<file path="src/rtl/div_pkg.sv">
package div_pkg;

    typedef enum logic {
        ST_IDLE = 1'b0,
        ST_RUN  = 1'b1
    } div_state_e;

endpackage

</file>
<file path="src/rtl/div_magnitude.sv">
module div_magnitude #(
    parameter int W = 32
) (
    input  logic [W-1:0] value_i,
    input  logic         signed_i,
    output logic [W-1:0] mag_o,
    output logic         neg_o
);
    always_comb begin
        neg_o = signed_i & value_i[W-1];
        mag_o = neg_o ? (~value_i + {{(W-1){1'b0}}, 1'b1}) : value_i;
    end
endmodule

</file>
<file path="src/rtl/div_step.sv">
module div_step #(
    parameter int W = 32
) (
    input  logic [2*W-1:0] acc_i,
    input  logic [W-1:0]   dvs_i,
    output logic [2*W-1:0] acc_o
);
    logic [2*W-1:0] shifted;
    logic [W:0]     trial;

    always_comb begin
        shifted = {acc_i[2*W-2:0], 1'b0};
        // remainder after shift may need W+1 bits
        trial   = {acc_i[2*W-1], acc_i[2*W-2:W-1]} - {1'b0, dvs_i};
        if (trial[W]) begin
            acc_o = shifted;
        end else begin
            acc_o = {trial[W-1:0], shifted[W-1:1], 1'b1};
        end
    end
endmodule

</file>
<file path="src/rtl/div_sign_fix.sv">
module div_sign_fix #(
    parameter int W = 32
) (
    input  logic [W-1:0] q_mag_i,
    input  logic [W-1:0] r_mag_i,
    input  logic         neg_q_i,
    input  logic         neg_r_i,
    output logic [W-1:0] q_o,
    output logic [W-1:0] r_o
);
    localparam logic [W-1:0] ONE = {{(W-1){1'b0}}, 1'b1};

    always_comb begin
        q_o = neg_q_i ? (~q_mag_i + ONE) : q_mag_i;
        r_o = neg_r_i ? (~r_mag_i + ONE) : r_mag_i;
    end
endmodule

</file>
<file path="src/rtl/seq_divider.sv">
module seq_divider
    import div_pkg::*;
#(
    parameter int W = 32
) (
    input  logic         clk,
    input  logic         rst_n,
    input  logic         start_i,
    input  logic         signed_i,
    input  logic [W-1:0] dividend_i,
    input  logic [W-1:0] divisor_i,
    output logic         busy_o,
    output logic         done_o,
    output logic [W-1:0] hi_o,
    output logic [W-1:0] lo_o
);
    localparam int CW = $clog2(W);
    localparam logic [CW-1:0] LAST = CW'(W - 1);

    typedef struct packed {
        div_state_e     state;
        logic [2*W-1:0] acc;
        logic [W-1:0]   dvs;
        logic           neg_q;
        logic           neg_r;
        logic [CW-1:0]  cnt;
        logic [W-1:0]   hi;
        logic [W-1:0]   lo;
        logic           done;
    } div_regs_t;

    div_regs_t r_q, r_d;

    logic [W-1:0]   dd_mag, dv_mag;
    logic           dd_neg, dv_neg;
    logic [2*W-1:0] acc_step;
    logic [W-1:0]   q_fix, r_fix;

    div_magnitude #(.W(W)) u_mag_dd (
        .value_i (dividend_i),
        .signed_i(signed_i),
        .mag_o   (dd_mag),
        .neg_o   (dd_neg)
    );

    div_magnitude #(.W(W)) u_mag_dv (
        .value_i (divisor_i),
        .signed_i(signed_i),
        .mag_o   (dv_mag),
        .neg_o   (dv_neg)
    );

    div_step #(.W(W)) u_step (
        .acc_i(r_q.acc),
        .dvs_i(r_q.dvs),
        .acc_o(acc_step)
    );

    div_sign_fix #(.W(W)) u_fix (
        .q_mag_i(acc_step[W-1:0]),
        .r_mag_i(acc_step[2*W-1:W]),
        .neg_q_i(r_q.neg_q),
        .neg_r_i(r_q.neg_r),
        .q_o    (q_fix),
        .r_o    (r_fix)
    );

    always_comb begin
        r_d      = r_q;
        r_d.done = 1'b0;
        case (r_q.state)
            ST_IDLE: begin
                if (start_i) begin
                    r_d.state = ST_RUN;
                    r_d.acc   = {{W{1'b0}}, dd_mag};
                    r_d.dvs   = dv_mag;
                    r_d.neg_q = dd_neg ^ dv_neg;
                    r_d.neg_r = dd_neg;
                    r_d.cnt   = '0;
                end
            end
            ST_RUN: begin
                r_d.acc = acc_step;
                r_d.cnt = r_q.cnt + 1'b1;
                if (r_q.cnt == LAST) begin
                    r_d.state = ST_IDLE;
                    r_d.hi    = r_fix;
                    r_d.lo    = q_fix;
                    r_d.done  = 1'b1;
                end
            end
            default: r_d.state = ST_IDLE;
        endcase
    end

    always_ff @(posedge clk or negedge rst_n) begin
        if (!rst_n) begin
            r_q <= '{state: ST_IDLE, acc: '0, dvs: '0, neg_q: 1'b0,
                     neg_r: 1'b0, cnt: '0, hi: '0, lo: '0, done: 1'b0};
        end else begin
            r_q <= r_d;
        end
    end

    assign busy_o = (r_q.state == ST_RUN);
    assign done_o = r_q.done;
    assign hi_o   = r_q.hi;
    assign lo_o   = r_q.lo;

endmodule

</file>
<file path="config.mk">
export PLATFORM = sky130hd
export DESIGN_NAME = seq_divider
export DESIGN_NICKNAME = d
export VERILOG_FILES = /design/src/rtl/div_pkg.sv /design/src/rtl/div_magnitude.sv /design/src/rtl/div_step.sv /design/src/rtl/div_sign_fix.sv /design/src/rtl/seq_divider.sv
export SDC_FILE = /design/constraint.sdc
export NUM_CORES = 1
export LEC_CHECK = 0
export BUFFER_PORTS_ARGS = -buffer_cell sky130_fd_sc_hd__buf_2
export CORE_MARGIN = 4
export CORE_UTILIZATION = 55
export DETAILED_ROUTE_END_ITERATION = 7
export HOLD_SLACK_MARGIN = 0.08
export PLACE_DENSITY = 0.81
export SYNTH_ARGS = -nofsm -noshare
export SYNTH_HDL_FRONTEND = slang
export SYNTH_SLANG_ARGS = --single-unit
</file>
<file path="constraint.sdc">
create_clock -name clk -period 11.3 [get_ports clk]
set_clock_uncertainty 0.1 [all_clocks]
set_input_delay 2.26 -clock clk [delete_from_list [all_inputs] [get_ports clk]]
set_output_delay 2.26 -clock clk [all_outputs]
set_load 0.05 [all_outputs]
</file>
==> results.py, run 1 <==
metrics = {
    "critical_path": {
        "critical_path.reg2reg.endpoint": "hi_o[30]",
        "wp_data_required_ns": 11.57,
        "timing.critical_path.to": "hi_o[30]",
        "path_buf_inv": 3,
        "worst-endpoint-arrival_ns": 6.58,
        "timing.rr.start": "r_q[135]",
        "critical_path_depth": 21,
        "criticalPathCategory": "flop to flop",
        "critical_path_start": "r_q[135]",
        "worst_path_dominant_cell_family": "simple AND/OR/NAND/NOR gates",
        "r2r_setup_slack_ns": 4.99,
        "end_kind": "flop",
        "critical_path.startpoint_type": "flop",
        "slowest_delay_ns": 0.61,
        "reg2regPathDepth": 21,
        "crit_fanout": 35,
        "series_of_cell_instances_along_the_critical_path": "inv_1 > ha_1 > fa_1 > nor2b_1 > o31a_1 > o21ai_2 > a211oi_4 > o21a_1 > nor2_8 > inv_2 > nor2_1 > a21oi_1 > ha_1 > inv_1 > nor4_1 > nand2_1 > a21oi_1 > o22ai_1 > or3_1 > or4_1 > nand3_1",
        "slowest_cell_on_crit_path": "o21a_1",
    },
    "clocking": {
        "tritoncts": "done",
        "hold_buffers": 0,
        "clockRootBuffer": "clkbuf_16",
        "post-cts-setup-buffers": 0,
        "clock_buffers_created_by_tritoncts": 17,
        "clock_tree.buffer_depth": 2,
        "path_clk_slew_ns": 0.07,
        "cts.sinks": 169,
        "worst_skew_pair.late_latency_ns": 0.44,
        "cts-htree-levels": 4,
        "cts-resized-gates": 0,
    },
    "sta": {
        "finalSetupViolCount": 0,
        "report.final.slew_viol_count": 0,
        "max_slew_margin_pct": 26.1,
        "hold_violations": 0,
        "final_min_period_over_clock_period_pct": 55.8,
        "tns_ns": 0,
        "worst_slew_pin_slew_ns": 1.11,
        "setup_repair_after_global_routing_missed_its_margin": "no",
        "achievable-frequency_ghz": 0.158,
        "final.min_clock_period_ns": 6.31,
    },
    "logic_synthesis": {
        "portion_of_netlist_area_occupied_by_mux_cells_pct": 3.80,
        "synth_edf_count": 0,
        "synth.cell_area_um2": 12700,
        "ys_dominant_reg_cell": "dfrtp_1",
        "synth_xor_area_share_pct": 8.57,
        "synth_largest_type_area_fraction_pct": 33.4,
        "count_of_warnings_emitted_by_yosys": 0,
        "synthTopCellsByArea": "dfrtp_1, o21ai_0, nand2_1",
        "post_synth_inst_count": 1582,
        "syn_area_per_cell_um2": 8.01,
        "ys_async_sr_fraction_pct": 100,
        "ys_ff_latch": 169,
        "combinational_family_with_the_most_area_after_synthesis": "compound AO/OA/AOI/OAI gates",
        "yosys.area_share.simple_pct": 19.6,
        "yosys.area_share.adder_pct": 3.91,
        "post_synth_num_cell_types": 80,
        "largest_area_contributor_in_the_netlist": "dfrtp_1",
        "synthesized_area_fraction_occupied_by_ao_oa_aoi_and_oai_cells_pct": 22.6,
        "synth_fp_nets": 1689,
        "synth-seq-area-share_pct": 33.4,
    },
    "floorplanning": {
        "coreArea_um2": 22600,
        "pin_count": 134,
        "die_height_um": 160,
        "std_cell_rows": 55,
        "floorplan.initialDensity_pct": 56.0,
        "die_area_um2": 25500,
        "die_x_um": 160,
    },
    "cells_and_area": {
        "final-instance-count-excl-fill": 1888,
        "multi_input_area_um2": 7410,
        "layout-area-overhead-vs-synth_pct": 6.61,
        "nNetsFinal": 1698,
        "seqCellArea_um2": 4230,
        "antenna_cells_inserted": 0,
        "num-fill-cells": 1990,
        "post_route_cells_drive_above_1_share_pct": 13.3,
    },
    "global_routing": {
        "grt_pass1_vias": 10910,
        "gr-total-overflow": 0,
        "grt_start_max_net_pins": 90,
        "grt_usage_pct": 27.3,
        "wire_length_of_the_first_global_routing_pass_mm": 57.2,
        "grt_antenna_before_repair": 0,
    },
    "route": {
        "routed_via_count": 11605,
        "ant_nets": 0,
        "drt-total-wl_mm": 35.4,
        "drt_first_iter_violations": 1107,
        "detail_route.vias_per_cell": 6.15,
        "avgRoutedWirePerCell_um": 18.7,
        "number_of_drc_violations_after_detailed_routing": 0,
        "detail_route.first_pass.iterations": 6,
    },
    "run_status": {
        "status": "finished clean",
    },
    "placement": {
        "detailedPlacementHpwl_mm": 26.6,
        "placed_cells": 1857,
        "place.gp.congestion": 0.991,
        "io_buf_count": 133,
    },
    "job": {
        "reported_max_cap_violation_count": 0,
    },
    "worst_hold_path": {
        "min_path_type": "flop to flop",
    },
}
## state kept, by name, indices dropped and copies added, names as in the netlist
name / count
done_o: 1
r_q: 103
hi_o: 32
busy_o: 1
lo_o: 32
## routing by layer
metal / routed length, um / global-route usage [%] / up-vias
met1: 15600 / 39.8 / 5458
met3: 3060 / 5.37 / 71
li1: - / - / 5573
met2: 15700 / 41.4 / 503
met4: 1010 / 8.37 / 0
met5: 0 / 0 / -
## placed cells by master (no fill, tap or decap), types with 11 or more instances in the layout
master     count
o41ai_1       12
and3_1        14
mux2i_1       29
mux2_2        17
nor4_1        15
dfrtp_1      168
nor2_1        80
clkbuf_16     17
o31ai_1       24
ha_1          38
nand3_1       36
a21oi_1       67
nand4_1       11
o21ai_0      226
xor2_1        74
nand2_1      266
xnor2_1       50
or4_1         18
nor3_1        35
buf_2        132
or3_1         18
o22ai_1       18
inv_1         52
## how the worst min path moves through the flow
stage / slack [ns] / from / cells past startpoint / end
2_1_floorplan: 0.35 / hi_o[20] / 2 / hi_o[20]
3_3_place_gp: 0.36 / lo_o[8] / 2 / lo_o[8]
3_5_place_dp: 0.36 / lo_o[6] / 2 / lo_o[6]
4_1_cts: 0.38 / lo_o[6] / 2 / lo_o[6]
5_1_grt: 0.40 / r_q[99] / 2 / r_q[99]
6_report: 0.37 / hi_o[21] / 2 / hi_o[21]
## final cells by class
| class | instances | share of cell area [%] |
|---|---|---|
| clock buffer | 19 | 3.35 |
| timing repair buffer | 139 | 5.31 |
| tap | 285 | 2.64 |
| multi-input combinational | 1210 | 54.9 |
| sequential | 169 | 31.3 |
| clock inverter | 12 | 0.991 |
| inverter | 54 | 1.50 |
## worst min-delay path, cell delays in order, from the launching register on
cell and delay [ns]:
dfrtp_1 0.34, nand2_1 0.04, o21ai_0 0.06
## cell families (layout without fill, tap and decap cells)
logic type,Yosys count,count (layout)
flops,169,169
simple gates,538,538
compound gates,463,463
fa+ha+maj,39,39
xor+xnor,124,124
mux,46,46
buf+inv,203,224
## stage by stage
step	cell area, um^2	hold WS, ns	setup WS, ns	utilization [%]
after floorplan	12700	0.350	5.96	-
after global placement	12900	0.358	5.29	57.1
after detailed placement	12900	0.365	5.17	57.1
after CTS	13500	0.380	5.15	59.7
after global routing	13500	0.399	4.52	59.7
final	13500	0.375	4.99	59.7
## synthesized netlist by cell type, types with 5 or more instances
library cell,n
ha_1,38
xnor2_1,50
nor2b_1,5
and3_1,14
nor3_1,35
o21a_1,9
nor2_1,80
nand3_1,36
xor2_1,74
o21bai_1,5
o22ai_1,18
o211ai_1,10
a222oi_1,5
o211a_1,5
nand4_1,11
a211oi_1,9
buf_4,65
o41ai_1,12
nand2_1,268
and2_1,8
inv_1,52
or3_1,18
a21oi_1,67
buf_2,19
or4_1,18
o21ai_0,226
a31oi_1,10
nor4_1,15
a22oi_1,7
nand2b_1,8
mux2i_1,29
dfrtp_1,169
buf_1,9
or2_2,5
clkbuf_1,55
mux2_2,17
a21o_1,7
o31ai_1,24
Power of run 1 is left out: the tool's default activity adds up to more than one toggle a clock period on the data nets, which glitch-free logic cannot reach.
==> run 2: changes to the inputs <==
- clock period: 11.3 -> 5.85 ns (I/O delays scaled with it)
==> run 2 against run 1 <==
Compared with the run above:
- utilization up 0.25 points
- wire length up 0.88%
- global-route usage up 0.27 points
- clock-buffer cell count unchanged
- sequential share of layout area down 0.13 points
- sequential cell count unchanged
- worst hold slack better by 0.0011 ns
- via count up 0.33%
- register-to-register slack worse by 4.6 ns
- worst setup slack worse by 4.6 ns
- first-iteration DRC count down 0.45%
- cell count up 0.26%
- critical endpoint unchanged
- largest cell class unchanged
==> results.py, run 2 (synthesis gave the netlist of run 1 again) <==
metrics = {
    "global_routing": {
        "wire_length_of_the_first_global_routing_pass_mm": 58.0,
        "grt_pass1_vias": 10797,
        "grt_usage_pct": 27.6,
        "gr-total-overflow": 0,
        "grt_start_max_net_pins": 91,
        "grt_antenna_before_repair": 0,
    },
    "sta": {
        "final.min_clock_period_ns": 5.42,
        "worst_slew_pin_slew_ns": 1.11,
        "report.final.slew_viol_count": 0,
        "max_slew_margin_pct": 26.0,
        "setup_repair_after_global_routing_missed_its_margin": "no",
        "hold_violations": 0,
        "tns_ns": 0,
        "finalSetupViolCount": 0,
        "final_min_period_over_clock_period_pct": 92.6,
        "timing.hold.ws_ns": 0.376,
        "achievable-frequency_ghz": 0.185,
    },
    "critical_path": {
        "slowest_cell_on_crit_path": "or4_1",
        "r2r_setup_slack_ns": 0.43,
        "worst_path_dominant_cell_family": "simple AND/OR/NAND/NOR gates",
        "criticalPathCategory": "flop to flop",
        "series_of_cell_instances_along_the_critical_path": "inv_1 > ha_1 > fa_1 > nor2b_1 > o31a_1 > o21ai_2 > a211oi_4 > nor3_2 > nor2_8 > inv_2 > buf_4 > a21oi_1 > ha_1 > inv_1 > nor4_1 > nand2_1 > a21oi_1 > o22ai_1 > or3_4 > or4_1 > nand3_1",
        "wp_data_required_ns": 6.13,
        "critical_path_depth": 21,
        "slowest_delay_ns": 0.51,
        "critical_path.reg2reg.endpoint": "hi_o[30]",
        "path_buf_inv": 4,
        "end_kind": "flop",
        "reg2regPathDepth": 21,
        "critical_path.startpoint_type": "flop",
        "worst-endpoint-arrival_ns": 5.69,
        "crit_fanout": 31,
        "timing.rr.start": "r_q[135]",
    },
    "route": {
        "routed_via_count": 11643,
        "avgRoutedWirePerCell_um": 18.9,
        "ant_nets": 0,
        "detail_route.first_pass.iterations": 6,
        "drt-total-wl_mm": 35.7,
        "drt_first_iter_violations": 1102,
        "detail_route.vias_per_cell": 6.15,
        "number_of_drc_violations_after_detailed_routing": 0,
    },
    "cells_and_area": {
        "layout-area-overhead-vs-synth_pct": 7.05,
        "post_route_cells_drive_above_1_share_pct": 13.7,
        "nNetsFinal": 1702,
        "final-instance-count-excl-fill": 1893,
        "antenna_cells_inserted": 0,
        "largest_register_ffs": 103,
        "fin_area_um2": 13600,
        "layout.cells.most_common": "nand2_1",
        "registers.top_by_ff_count": "r_q",
        "layout.cells.most_common_list": "nand2_1, o21ai_0, dfrtp_1",
    },
    "floorplanning": {
        "floorplan.initialDensity_pct": 56.0,
        "die_x_um": 160,
        "coreArea_um2": 22600,
        "pin_count": 134,
        "std_cell_rows": 55,
        "die_height_um": 160,
        "die_area_um2": 25500,
    },
    "clocking": {
        "worst_skew_pair.late_latency_ns": 0.45,
        "post-cts-setup-buffers": 0,
        "cts.sinks": 169,
        "cts-htree-levels": 4,
        "clock_tree.buffer_depth": 2,
        "clock_buffers_created_by_tritoncts": 17,
        "tritoncts": "done",
        "path_clk_slew_ns": 0.08,
        "clockRootBuffer": "clkbuf_16",
    },
    "worst_hold_path": {
        "hold_depth": 2,
        "min_path_type": "flop to flop",
        "hold_critical_path_endpoint": "hi_o[13]",
        "holdCritStartpoint": "hi_o[13]",
    },
    "job": {
        "reported_max_cap_violation_count": 0,
    },
    "placement": {
        "placed_cells": 1861,
        "io_buf_count": 133,
        "detailedPlacementHpwl_mm": 26.8,
        "placedInstanceArea_um2": 12900,
        "place.gp.congestion": 0.958,
    },
    "run_status": {
        "status": "finished clean",
    },
}
==> run 2: cell count changes in the layout (fill, tap and decap cells not counted), sizes merged <==
cell and change:
buf +4, inv +2, clkinv -1
==> run 2: cell type report <==
type	count	area, um^2
timing repair buffer	143	747
inverter	54	203
tap	285	357
sequential	169	4230
clock buffer	19	453
fill	1979	9080
clock inverter	13	149
multi-input combinational	1210	7420
==> run 2: through the flow <==
stage          util, %  setup slack, ns
2_1_floorplan        -            0.511
3_3_place_gp      57.2            0.675
5_1_grt           59.9           0.0918
6_report          59.9            0.434
4_1_cts           59.9            0.303
3_5_place_dp      57.2            0.349
==> run 2: worst max path at each step <==
| stage | slack (ns) | start | end |
|---|---|---|---|
| floorplan | 0.51 | r_q[135] | hi_o[30] |
| global placement | 0.67 | r_q[135] | hi_o[30] |
| detailed placement | 0.35 | r_q[135] | hi_o[30] |
| CTS | 0.30 | r_q[135] | hi_o[30] |
| global route | 0.09 | r_q[135] | hi_o[30] |
| finish | 0.43 | r_q[135] | hi_o[30] |
==> run 2: what timing repair did <==
| item | in CTS | in global routing |
|---|---|---|
| endpoints found under the setup margin | 0 | 2 |
| gates resized for setup | 0 | 3 |
| hold buffers | 0 | 0 |
==> run 2: tightest hold or removal path: stages (launching register included) <==
cell and delay (ns):
dfrtp_1 0.34, nand2_1 0.04, o21ai_0 0.06
==> run 2: routing by layer <==
| metal | wire length (um) | track usage, % |
|---|---|---|
| met5 | 0 | 0 |
| met4 | 852 | 7.86 |
| met3 | 2890 | 4.90 |
| met2 | 15700 | 42.3 |
| met1 | 16300 | 40.4 |
Power of run 2 is left out for the same reason.
==> run 3: changes to the inputs <==
- ABC_AREA: not set -> 1
==> run 3 against run 2 <==
Compared with the run above:
- critical path depth grew 6
- cell count grew 19%
- sequential cell count is the same
- largest cell class unchanged
- worst hold slack lost 0.0036 ns
- design area grew 2.4%
- critical endpoint is now lo_o[30]
==> results.py, run 3 <==
metrics = {
    "clocking": {
        "clock_tree.buffer_depth": 2,
        "clockRootBuffer": "clkbuf_16",
        "path_clk_slew_ns": 0.07,
        "hold_buffers": 0,
        "cts.sinks": 169,
        "cts-htree-levels": 4,
        "post-cts-setup-buffers": 0,
        "clock_buffers_created_by_tritoncts": 17,
        "cts-resized-gates": 0,
        "tritoncts": "done",
        "worst_skew_pair.late_latency_ns": 0.44,
    },
    "worst_hold_path": {
        "min_path_type": "flop to flop",
    },
    "critical_path": {
        "slowest_delay_ns": 0.41,
        "wp_data_required_ns": 6.10,
        "critical_path.most_common_cell": "nand2_1",
        "crit_fanout": 43,
        "slowest_cell_on_crit_path": "fa_1",
        "criticalPathCategory": "flop to flop",
        "worst-endpoint-arrival_ns": 4.85,
        "end_kind": "flop",
        "critical_path.startpoint_type": "flop",
    },
    "logic_synthesis": {
        "ys_async_sr_fraction_pct": 100,
        "synthTopCellsByArea": "dfrtp_1, nand2_1, inv_1",
        "synth_xor_area_share_pct": 6.24,
        "portion_of_netlist_area_occupied_by_mux_cells_pct": 0,
        "largest_area_contributor_in_the_netlist": "dfrtp_1",
        "synth_fp_nets": 2002,
        "ys_top_cells_by_count": "nand2_1, inv_1, dfrtp_1",
        "ys_dominant_reg_cell": "dfrtp_1",
        "combinational_family_with_the_most_area_after_synthesis": "simple AND/OR/NAND/NOR gates",
        "yosysMostFrequentCell": "nand2_1",
        "count_of_warnings_emitted_by_yosys": 0,
        "synthesized_area_fraction_occupied_by_ao_oa_aoi_and_oai_cells_pct": 12.6,
        "yosys.area_share.simple_pct": 32.3,
        "synth-seq-area-share_pct": 32.8,
        "synth_edf_count": 0,
        "synth_largest_type_area_fraction_pct": 32.8,
        "yosys.area_share.adder_pct": 3.84,
        "post_synth_inst_count": 1895,
        "ys_ff_latch": 169,
        "post_synth_num_cell_types": 57,
        "syn_area_per_cell_um2": 6.81,
        "synth.cell_area_um2": 12900,
    },
    "floorplanning": {
        "std_cell_rows": 55,
        "pin_count": 134,
        "floorplan.initialDensity_pct": 56.5,
        "die_area_um2": 26000,
        "die_x_um": 161,
        "coreArea_um2": 22800,
        "die_height_um": 161,
    },
    "route": {
        "avgRoutedWirePerCell_um": 15.7,
        "number_of_drc_violations_after_detailed_routing": 0,
        "drt_first_iter_violations": 1466,
        "drt-total-wl_mm": 35.4,
        "ant_nets": 0,
        "detail_route.vias_per_cell": 5.47,
        "routed_via_count": 12349,
        "detail_route.first_pass.iterations": 6,
    },
    "placement": {
        "io_buf_count": 133,
        "place.gp.congestion": 0.959,
        "detailedPlacementHpwl_mm": 27.0,
    },
    "cells_and_area": {
        "layout-area-overhead-vs-synth_pct": 7.63,
        "antenna_cells_inserted": 0,
        "seqCellArea_um2": 4230,
        "largest_register_ffs": 103,
        "registers.top_by_ff_count": "r_q",
        "num-fill-cells": 2155,
        "post_route_cells_drive_above_1_share_pct": 12.2,
        "layout.cells.most_common_list": "nand2_1, inv_1, dfrtp_1",
        "nNetsFinal": 2040,
        "final_core_utilization_pct": 60.8,
        "layout.cells.most_common": "nand2_1",
        "multi_input_area_um2": 7100,
    },
    "global_routing": {
        "wire_length_of_the_first_global_routing_pass_mm": 58.4,
        "gr-total-overflow": 0,
        "grt.met3_usage_pct": 4.13,
        "most_heavily_used_metal_layer_in_global_routing": "met1",
        "grt.met1_usage_pct": 41.4,
        "grt.met2_usage_pct": 40.8,
        "grt_antenna_before_repair": 0,
        "grt_usage_pct": 27.4,
        "grt_pass1_vias": 11552,
        "grt_start_max_net_pins": 99,
    },
    "run_status": {
        "status": "finished clean",
    },
    "sta": {
        "tns_ns": 0,
        "final.min_clock_period_ns": 4.60,
        "max_slew_margin_pct": 25.2,
        "final_min_period_over_clock_period_pct": 78.6,
        "achievable-frequency_ghz": 0.218,
        "setup_repair_after_global_routing_missed_its_margin": "no",
        "hold_violations": 0,
        "finalSetupViolCount": 0,
        "report.final.slew_viol_count": 0,
        "worst_slew_pin_slew_ns": 1.12,
    },
    "job": {
        "reported_max_cap_violation_count": 0,
    },
}
==> run 3: cell count changes after synthesis, moves of 20 or more <==
cell     change
a21oi_1     -26
xnor2_1     -21
inv_1      +167
nand2_2     +20
nand3_1     +82
nand2_1    +308
mux2i_1     -29
o21ai_0     -86
nor2_1      +81
==> run 3: logic make-up (layout without fill, tap and decap cells) <==
| group | Yosys count | after routing |
|---|---|---|
| AND/OR/NAND/NOR | 971 | 971 |
| buffers and inverters | 343 | 394 |
| AO/OA/AOI/OAI | 281 | 281 |
| flip-flops | 169 | 169 |
| XOR/XNOR | 92 | 92 |
| adder cells (fa/ha/maj) | 39 | 39 |
==> run 3: layer usage <==
metal / vias up / part of all wire [%]
li1: 6111 / -
met1: 5666 / 46
met5: - / 0
met3: 52 / 8.2
met4: 0 / 2.0
met2: 520 / 43
==> run 3: final cells by class <==
class,count,area share [%]
clock buffers,18,3.16
multi-input cells,1383,51.1
clock inverters,14,1.19
repair buffers,141,5.27
well taps,313,2.82
flip-flops and latches,169,30.4
inverters,221,5.97
==> run 3: path summary, 6_finish.rpt <==
check                           startpoint       end  slack (ns)  cells after the start
worst min register to register    hi_o[16]  hi_o[16]        0.37                      2
min in group asynchronous            rst_n   r_q[74]        0.58                      1
worst min-delay path              hi_o[16]  hi_o[16]        0.37                      2
worst max register to register     r_q[72]  lo_o[30]        1.25                     27
max in group asynchronous            rst_n  r_q[167]        3.90                      2
worst max-delay path               r_q[72]  lo_o[30]        1.25                     27
==> run 3: per-stage QoR <==
step	instance area, um^2	cells	hold slack, ns	worst slack, ns
CTS	13900	2259	0.380	1.31
detailed placement	13300	2227	0.362	1.40
finish	13900	2259	0.372	1.25
global route	13900	2259	0.390	0.810
floorplan	12900	1895	0.348	2.02
global placement	13300	2227	0.357	1.51
==> run 3: critical path, delay by kind of cell (launching register included) <==
| kind | cells | cell delay (ns) |
|---|---|---|
| adders and majority gates | 3 | 0.87 |
| AOI/OAI and AO/OA | 3 | 0.44 |
| buffers and inverters | 2 | 0.18 |
| xor gates and xnor gates | 1 | 0.16 |
| and+or+nand+nor | 18 | 2.32 |
| DFF | 1 | 0.39 |
Power of run 3 is left out for the same reason.
